<file path="src/rtl/adc_seq_ctrl.sv">
module adc_seq_ctrl #(
  parameter int DW          = 8,
  parameter int CONV_CYCLES = 10
) (
  input  logic          clk,
  input  logic          rst_n,
  input  logic          tick,
  input  logic          bus_wr,
  input  logic          bus_rd,
  input  logic [1:0]    bus_addr,
  input  logic [DW/2-1:0] bus_wdata,
  output logic [DW/2-1:0] bus_rdata,
  output logic          conv_go,
  output logic          conv_busy,
  output logic [1:0]    conv_chan,
  output logic          conv_ref,
  input  logic          res_valid,
  input  logic [DW-1:0] res_data,
  output logic          irq
);
  localparam int BW = DW / 2;
  localparam int CW = $clog2(CONV_CYCLES);
  localparam logic [1:0] A_MODE = 2'd0, A_CFG = 2'd1, A_HI = 2'd2;

  logic          start_q, single_q, ref_q, mask_q, flag_q, busy_q, cref_q;
  logic [1:0]    chan_q, cchan_q;
  logic [CW-1:0] cnt_q;
  logic [DW-1:0] cap_q;
  logic [BW-1:0] hi_q, shd_q, lo_q;

  wire mode_wr = bus_wr && bus_addr == A_MODE;
  wire cfg_wr  = bus_wr && bus_addr == A_CFG;
  wire hi_rd   = bus_rd && bus_addr == A_HI;
  wire launch  = !busy_q && start_q && tick;
  wire last    = busy_q && cnt_q == CW'(CONV_CYCLES - 1);
  wire [DW-1:0] res_now = res_valid ? res_data : cap_q;

  assign conv_busy = busy_q;
  assign conv_go   = busy_q && cnt_q == '0;
  assign conv_chan = cchan_q;
  assign conv_ref  = cref_q;
  assign irq       = flag_q && !mask_q;

  always_ff @(posedge clk or negedge rst_n) begin
    if (!rst_n) begin
      start_q <= 1'b0; single_q <= 1'b0; chan_q <= 2'd0;
      ref_q <= 1'b0; mask_q <= 1'b1; flag_q <= 1'b0;
    end else begin
      if (mode_wr) begin
        start_q  <= bus_wdata[0];
        single_q <= bus_wdata[1];
        chan_q   <= bus_wdata[3:2];
      end else if (last && single_q) begin
        start_q <= 1'b0;
      end
      if (cfg_wr) begin
        ref_q  <= bus_wdata[0];
        mask_q <= bus_wdata[1];
      end
      if (last) flag_q <= 1'b1;
      else if (cfg_wr && bus_wdata[2]) flag_q <= 1'b0;
    end
  end

  always_ff @(posedge clk or negedge rst_n) begin
    if (!rst_n) begin
      busy_q <= 1'b0; cnt_q <= '0; cchan_q <= 2'd0; cref_q <= 1'b0;
    end else if (launch) begin
      busy_q  <= 1'b1;
      cnt_q   <= '0;
      cchan_q <= chan_q;
      cref_q  <= ref_q;
    end else if (last) begin
      busy_q <= 1'b0;
    end else if (busy_q) begin
      cnt_q <= cnt_q + 1'b1;
    end
  end

  always_ff @(posedge clk or negedge rst_n) begin
    if (!rst_n) begin
      cap_q <= '0; hi_q <= '0; shd_q <= '0; lo_q <= '0;
    end else begin
      if (busy_q && res_valid) cap_q <= res_data;
      if (last) begin
        hi_q  <= res_now[DW-1:BW];
        shd_q <= res_now[BW-1:0];
      end
      if (hi_rd) lo_q <= shd_q;
    end
  end

  always_comb begin
    case (bus_addr)
      2'd0:    bus_rdata = BW'({chan_q, single_q, start_q});
      2'd1:    bus_rdata = BW'({busy_q, flag_q, mask_q, ref_q});
      2'd2:    bus_rdata = hi_q;
      default: bus_rdata = lo_q;
    endcase
  end


  busy_run_chk: assert property (@(posedge clk) disable iff (!rst_n)
    busy_q && !last |=> busy_q);

  single_clear_chk: assert property (@(posedge clk) disable iff (!rst_n)
    last && single_q && !mode_wr |=> !start_q);

  flag_set_chk: assert property (@(posedge clk) disable iff (!rst_n)
    last |=> flag_q);

  chan_hold_chk: assert property (@(posedge clk) disable iff (!rst_n)
    busy_q |=> $stable(conv_chan) && $stable(conv_ref));

  lo_hold_chk: assert property (@(posedge clk) disable iff (!rst_n)
    !hi_rd |=> $stable(lo_q));

  no_tick_chk: assert property (@(posedge clk) disable iff (!rst_n)
    !busy_q && !tick |=> !busy_q);
endmodule

</file>
<file path="config.mk">
export PLATFORM = sky130hd
export DESIGN_NAME = adc_seq_ctrl
export DESIGN_NICKNAME = d
export VERILOG_FILES = /design/src/rtl/adc_seq_ctrl.sv
export SDC_FILE = /design/constraint.sdc
export NUM_CORES = 1
export LEC_CHECK = 0
export CORE_ASPECT_RATIO = 0.75
export CORE_UTILIZATION = 25
export CTS_BUF_LIST = sky130_fd_sc_hd__clkbuf_4 sky130_fd_sc_hd__clkbuf_8 sky130_fd_sc_hd__clkbuf_16
export CTS_CLUSTER_DIAMETER = 120
export DETAILED_ROUTE_END_ITERATION = 8
export DONT_BUFFER_PORTS = 1
export PLACE_DENSITY_LB_ADDON = 0.12
export SYNTH_ARGS = -nofsm -noshare
export SYNTH_HDL_FRONTEND = slang
export SYNTH_SLANG_ARGS = --single-unit
</file>
<file path="constraint.sdc">
create_clock -name clk -period 2.1 [get_ports clk]
set_input_delay 0.105 -clock clk [delete_from_list [all_inputs] [get_ports clk]]
set_output_delay 0.105 -clock clk [all_outputs]
set_load 0.02 [all_outputs]
</file>
==> key figures, run 1 <==
CTS
  – Post-CTS Setup Inserts: 0
  – Num Clock Sinks: 35
  – Clock-pin slew on the worst setup and hold paths: around 60 ps
  – Longest Clk Path Bufs: 2
  – CTS resizes: 0
  – Htree depth: 2
  – Total CTS buffers: 5
  – CTS tree: yes
  – Worst skew pair latency: 280 ps
  – Root Driver: clkbuf_8

Cells and area
  – Most frequent cells in the layout: dfrtp_1 (34), nand2_1 (19), mux2_2 (19)
  – Non-Filler Instances: ~230
  – Filler cell count: ~630
  – Nets@finish: roughly 170
  – Area growth syn-to-layout: 18.6%
  – N_diodes: 0
  – Final Cell Area: around 2000 sq um
  – Share of layout cells above drive strength 1: a little over a quarter
  – Most common cell after layout, fill and taps aside: dfrtp_1

Timing
  – Tcrit/Tclk final: ~77%
  – Min Clock Period, post-route: ~1600 ps
  – Slew Limit Headroom: 72.0%
  – Fin. max-slew vios: 0
  – RSZ-0062 raised after global routing: no
  – Setup TNS: 0 ps
  – Clock Skew: ~6.0 ps
  – Final Hold Vio Count: 0
  – Fmax: approximately 620 MHz
  – Slew @ Worst Pin: between 400 and 500 ps
  – Count of final setup violators: 0
  – Worst setup margin: approximately 480 ps

Job
  – Max cap viols: 0

Global route
  – Vias in the first global route: roughly 1.1k
  – First-pass GRT wire length: ~5600 um
  – GRT overflow: 0
  – Initial antenna violation count: 0
  – Largest net degree at the start of global routing: 36
  – GR Util All Layers: between 10% and 20%

Floorplanning
  – Starting Density: a little over a quarter
  – Core area: ~6400 sq um
  – Ports: 30
  – Overall die width: a little under 100 um
  – Die Ht: around 73 um
  – Row count: 25
  – DIE AREA: between 7000 and 8000 sq um

Power
  – Clk network pwr share: approximately a fifth
  – Combinational fraction of design power: 30.5%
  – Switching pwr: a little over 0.8 mW
  – PD cells: approximately 1200 nW/um^2
  – Net Sw Frac: approximately 33%
  – Fraction of power consumed by sequential logic: between 40% and 50%
  – VDD IR max: about 0.33 mV
  – Power Total: 2.46 mW
  – Cell leakage power: 0.922 nW
  – Internal power: 1.64 mW

Detailed routing
  – Via count: around 1k
  – DR vias/cell: around 4.5
  – DRC violations left: 0
  – Pre-antenna DRT Iters: 3
  – DR iter-0 viols: 20
  – Routed Antenna Nets: 0
  – DRT Wirelength: around 3300 um
  – Post-DR wirelength/cell: roughly 14 um

Worst setup path
  – Crit start category: flip-flop
  – Critical path peak fanout: 6
  – Req. time, crit path: ~2000 ps
  – Crit path capture type: primary output
  – CP Buf/Inv Count: 2
  – Critical path's top delay family: flip-flops
  – Crit path cell chain: inv_1 -> ha_1 -> nor4bb_1 -> buf_4
  – CP Class: reg -> out
  – CP max-delay cell: dfrtp_1
  – Critical Path AT: between 1500 and 2000 ps
  – CP peak stage delay: around 430 ps

Synthesis
  – Cells after synthesis: between 100 and 150
  – Synthesized cell area: ~1700 sq um
  – Mapped Nets: between 100 and 150
  – Yosys cell types: 23
  – Post-synthesis register bit count: 35
  – Register area share after synthesis: 52.0%
  – Avg Inst Size Synth: 13.4 sq um
  – Ys Warns: 0

Placement
  – Cell Count Post-Placement: slightly above 200
  – Placer Congestion: 0.663
  – Pre-CTS setup slack: around 510 ps
  – Final HPWL DP: 2420 um
  – Port Buf Inserts: 0
  – Area after DPL: roughly 1800 sq um

Worst hold path
  – Hold Crit Class: in -> reg

Status
  – Result of the run: completed
## power groups by stage
stage          combinational [mW]  clock (mW)  sequential, mW
5_1_grt                     0.846       0.564            1.26
4_1_cts                     0.762       0.529            1.22
6_report                    0.750       0.498            1.21
3_5_place_dp                0.720           0            1.23
3_3_place_gp                0.701           0            1.22
2_1_floorplan               0.623           0            1.17
## cells in the mapped netlist, drive strengths merged
library cell  number  area (sq um)
nand4b             1          15.0
nor4bb             1          10.0
xor2               1          8.76
mux4               4           105
dfrtp             34           851
inv                5          18.8
mux2              19           214
or3b               1          8.76
o21ai             13          72.6
nor2b              1          6.26
nand2             20          77.6
nor3b              1          18.8
nand3              1          5.00
ha                 3          37.5
mux2i             11           110
nand3b             3          47.6
dfstp              1          26.3
buf                5          45.0
a21boi             1          7.51
## worst paths after layout
path | end | depth (start not counted) | slack, ps | from
max | conv_go | 4 | 480 | cnt_q[0]
max in group asynchronous | mask_q | 2 | 1570 | rst_n
min in group asynchronous | conv_busy | 2 | 280 | rst_n
max reg2reg | start_q | 5 | 530 | cnt_q[1]
min | cnt_q[3] | 3 | 20 | tick
min reg2reg | shd_q[0] | 2 | 490 | shd_q[0]
## stage by stage
step	utilization (%)	hold WS (ps)
after detailed placement	27.4	-190
after global routing	31.2	29.4
final	31.2	18.1
after floorplan	-	-191
after CTS	31.2	7.87
after global placement	27.4	-190
## what timing repair did
| action | CTS | global route |
|---|---|---|
| endpoints found under the hold margin | 49 | 0 |
| endpoints found under the setup margin | 0 | 0 |
| hold buffers | 14 | 0 |
## area by class of cell
type | count | area (sq um) | share of cell area (%)
Sequential cell | 35 | 877 | 43.9
Multi-Input combinational cell | 81 | 744 | 37.3
Timing Repair Buffer | 16 | 165 | 8.27
Tap cell | 81 | 101 | 5.07
Clock buffer | 8 | 91.3 | 4.57
Inverter | 5 | 18.8 | 0.939
## worst register-to-register path, cell delays in order, from the launching register on
cell,delay [ps]
dfrtp_1,410
inv_1,100
ha_1,180
nand4b_2,360
o21ai_0,300
o21ai_0,110
## routing by layer
layer / share of wire, % / track usage, %
met1: 48 / 13.2
met2: 46 / 16.1
met3: 4.1 / 3.35
met4: 1.8 / 5.47
met5: 0 / 0
## cell families (layout without fill, tap and decap cells)
logic type | Yosys count | in the layout | share of synthesized area [%]
flops | 35 | 35 | 52.0
mux | 34 | 34 | 25.5
compound gates | 14 | 14 | 4.75
buf+inv | 10 | 29 | 3.79
simple gates | 29 | 29 | 11.2
xor+xnor | 1 | 1 | 0.520
fa+ha+maj | 3 | 3 | 2.23
## registers in the layout, summed over array words and instances (netlist names)
name / count
conv_busy: 1
cap_q: 8
conv_chan: 2
start_q: 1
hi_q: 4
single_q: 1
flag_q: 1
mask_q: 1
ref_q: 1
cnt_q: 4
shd_q: 4
conv_ref: 1
lo_q: 4
chan_q: 2
Note: power is estimated with default switching activity, not from simulation.
==> inputs of run 2 (changes only) <==
Clock period 2.1 ns to 1.6 ns, I/O delays scaled along.
==> run 2 against run 1 <==
Against the previous run: clock skew is 0.88 ps higher; die area unchanged; largest power group unchanged; final cell count increased by 1.8%; critical path depth did not move; first-iteration DRC count is 120% higher; clock power rose by 28%; core utilization up 0.60 points.
==> key figures, run 2 (same netlist as run 1, synthesis figures left out) <==
Worst setup path
  – Req. time, crit path: 1520 ps (-480 ps)
  – Reg2Reg Setup Slack: 280 ps (-250 ps)
  – CP max-delay cell: dfrtp_1
  – R2R Path End: shd_q[0]
  – Critical path peak fanout: 4 (-2)
  – R2r startpoint: cnt_q[1]
  – Reg2reg path depth: 6 (+1)
  – Crit path capture type: primary output
  – CP Buf/Inv Count: 2 (unchanged)
  – CP Class: reg -> out
  – Critical path's top delay family: flip-flops
  – CP peak stage delay: 410 ps (-20 ps)
  – Crit path cell chain: inv_1 -> ha_1 -> nor4bb_2 -> buf_4
  – Crit start category: flip-flop
  – Critical Path AT: 1410 ps (-110 ps)

Status
  – Result of the run: completed

Placement
  – Port Buf Inserts: 0 (unchanged)
  – Placer Congestion: 0.649 (-2.2%)
  – Final HPWL DP: 2540 um (+5.2%)
  – Pre-CTS setup slack: 271 ps (-244 ps)

Power
  – VDD IR max: 0.421 mV (+29%)
  – Cell leakage power: 0.926 nW (+0.47%)
  – Clk network pwr share: 19.6% (-0.6 points)
  – Power Total: 3.24 mW (+32%)
  – PD cells: 1590 nW/um^2 (+29%)
  – Internal power: 2.13 mW (+30%)
  – Net Sw Frac: 34.2% (+1.0 points)
  – Fraction of power consumed by sequential logic: 50.3% (+1.0 points)
  – Combinational fraction of design power: 30.1% (-0.4 points)
  – Switching pwr: 1.11 mW (+36%)

Timing
  – Fin. max-slew vios: 0 (unchanged)
  – RSZ-0062 raised after global routing: no
  – Count of final setup violators: 0 (unchanged)
  – Slew @ Worst Pin: 429 ps (+10.9 ps)
  – Fmax: 672 MHz
  – Slew Limit Headroom: 71.4% (-0.68 points)
  – Min Clock Period, post-route: about 1500 ps
  – Final Hold Vio Count: 0 (unchanged)
  – Worst setup margin: 112 ps (-368 ps)
  – Tcrit/Tclk final: between 90 and 100%
  – Clock Skew: 6.92 ps (+0.881 ps)
  – Setup TNS: 0 ps (unchanged)

Cells and area
  – Filler cell count: 652 (+3.3%)
  – Largest register FFs: 8 (unchanged)
  – Most flops, register: cap_q
  – Most frequent cells in the layout: dfrtp_1 (33), nand2_1 (19), mux2_2 (19)
  – Register area: 878 sq um (+0.14%)
  – Most common cell after layout, fill and taps aside: dfrtp_1
  – Area growth syn-to-layout: 20.9%
  – Share of layout cells above drive strength 1: 28.2% (+2.0 points)
  – Area taken by multi-input logic gates: 747 sq um (+0.34%)
  – N_diodes: 0 (unchanged)
  – Fin util: 31.8% (+0.60 points)
  – Nets@finish: 171 (+2.4%)

Worst hold path
  – Hold Crit Class: in -> reg
  – Hold path startpoint: tick
  – Hold Path End: conv_busy
  – Hold Path Depth: 2 (-1)

CTS
  – Num Clock Sinks: 35 (unchanged)
  – Clock-pin slew on the worst setup and hold paths: 70 ps (about the same)
  – CTS tree: yes
  – Htree depth: 2 (unchanged)
  – Total CTS buffers: 5 (unchanged)
  – Longest Clk Path Bufs: 2 (unchanged)
  – Worst skew pair latency: 290 ps (about the same)
  – Root Driver: clkbuf_8

Global route
  – GRT overflow: 0 (unchanged)
  – Vias in the first global route: 1114 (-2.7%)
  – Initial antenna violation count: 0 (unchanged)
  – GR Util All Layers: 11.1% (+0.71 points)
  – Largest net degree at the start of global routing: 36 (unchanged)
  – First-pass GRT wire length: 5890 um (+5.3%)

Floorplanning
  – DIE AREA: 7080 sq um (unchanged)
  – Starting Density: 26.3% (unchanged)
  – Ports: 30 (unchanged)
  – Row count: 25 (unchanged)
  – Overall die width: 96.8 um (unchanged)
  – Core area: 6410 sq um (unchanged)
  – Die Ht: 73.1 um (unchanged)

Detailed routing
  – DRC violations left: 0 (unchanged)
  – DRT Wirelength: 3420 um (+4.9%)
  – Via count: 1003 (-0.59%)
  – DR vias/cell: 4.36 (-2.3%)
  – DR iter-0 viols: 44 (+120%)
  – Post-DR wirelength/cell: 14.9 um (+3.1%)
  – Pre-antenna DRT Iters: 2 (-1)
  – Routed Antenna Nets: 0 (unchanged)

Job
  – Max cap viols: 0 (unchanged)
[run 2: worst reg2reg max path, cell delays in order (launching register included)]
cell      delay, ps
dfrtp_1         410
inv_1           100
ha_1            190
nand4b_2        130
buf_4           210
nand2_1          80
o21ai_0          80
[run 2: layer usage]
| metal | track usage, % | part of all wire (%) | vias to the layer above |
|---|---|---|---|
| met2 | 16.1 | 44 | 19 |
| met3 | 3.16 | 3.6 | 6 |
| li1 | - | - | 485 |
| met4 | 5.97 | 1.9 | 0 |
| met1 | 15.1 | 50 | 493 |
| met5 | 0 | 0 | - |
[run 2: repair_timing]
item,in CTS,in global routing
endpoints found under the hold margin,50,1
hold buffers,16,1
buffers inserted,0,0
resized for setup,0,3
endpoints found under the setup margin,0,2
[run 2: final cells by class]
| class | instances | area share [%] |
|---|---|---|
| repair buffers | 20 | 9.95 |
| multi-input cells | 81 | 36.7 |
| well taps | 81 | 4.98 |
| inverters | 5 | 0.921 |
| clock buffers | 6 | 3.75 |
| clock inverters | 2 | 0.614 |
| flip-flops and latches | 35 | 43.1 |
[run 2: how the worst max path moves through the flow]
stage / endpoint / slack (ps) / startpoint / cells past startpoint
6_report: conv_go / 110 / cnt_q[1] / 4
5_1_grt: conv_go / 9 / cnt_q[0] / 4
4_1_cts: bus_rdata[3] / 30 / conv_busy / 1
3_5_place_dp: shd_q[0] / 270 / cnt_q[1] / 6
3_3_place_gp: cnt_q[2] / 320 / cnt_q[0] / 4
2_1_floorplan: conv_go / 210 / cnt_q[0] / 3
[run 2: through the flow]
| step | cells | instance area (sq um) | hold WS [ps] |
|---|---|---|---|
| detailed placement | 205 | 1760 | -215 |
| global route | 230 | 2040 | 5.84 |
| CTS | 229 | 2020 | 0.638 |
| floorplan | 126 | 1690 | -216 |
| finish | 230 | 2040 | 3.79 |
| global placement | 205 | 1760 | -215 |
[run 2: power by group through the flow]
stage | clock network, mW | registers (mW) | logic, mW
6_report | 0.636 | 1.63 | 0.977
5_1_grt | 0.719 | 1.70 | 1.09
4_1_cts | 0.672 | 1.64 | 0.992
3_5_place_dp | 0 | 1.66 | 0.936
3_3_place_gp | 0 | 1.64 | 0.907
2_1_floorplan | 0 | 1.54 | 0.818
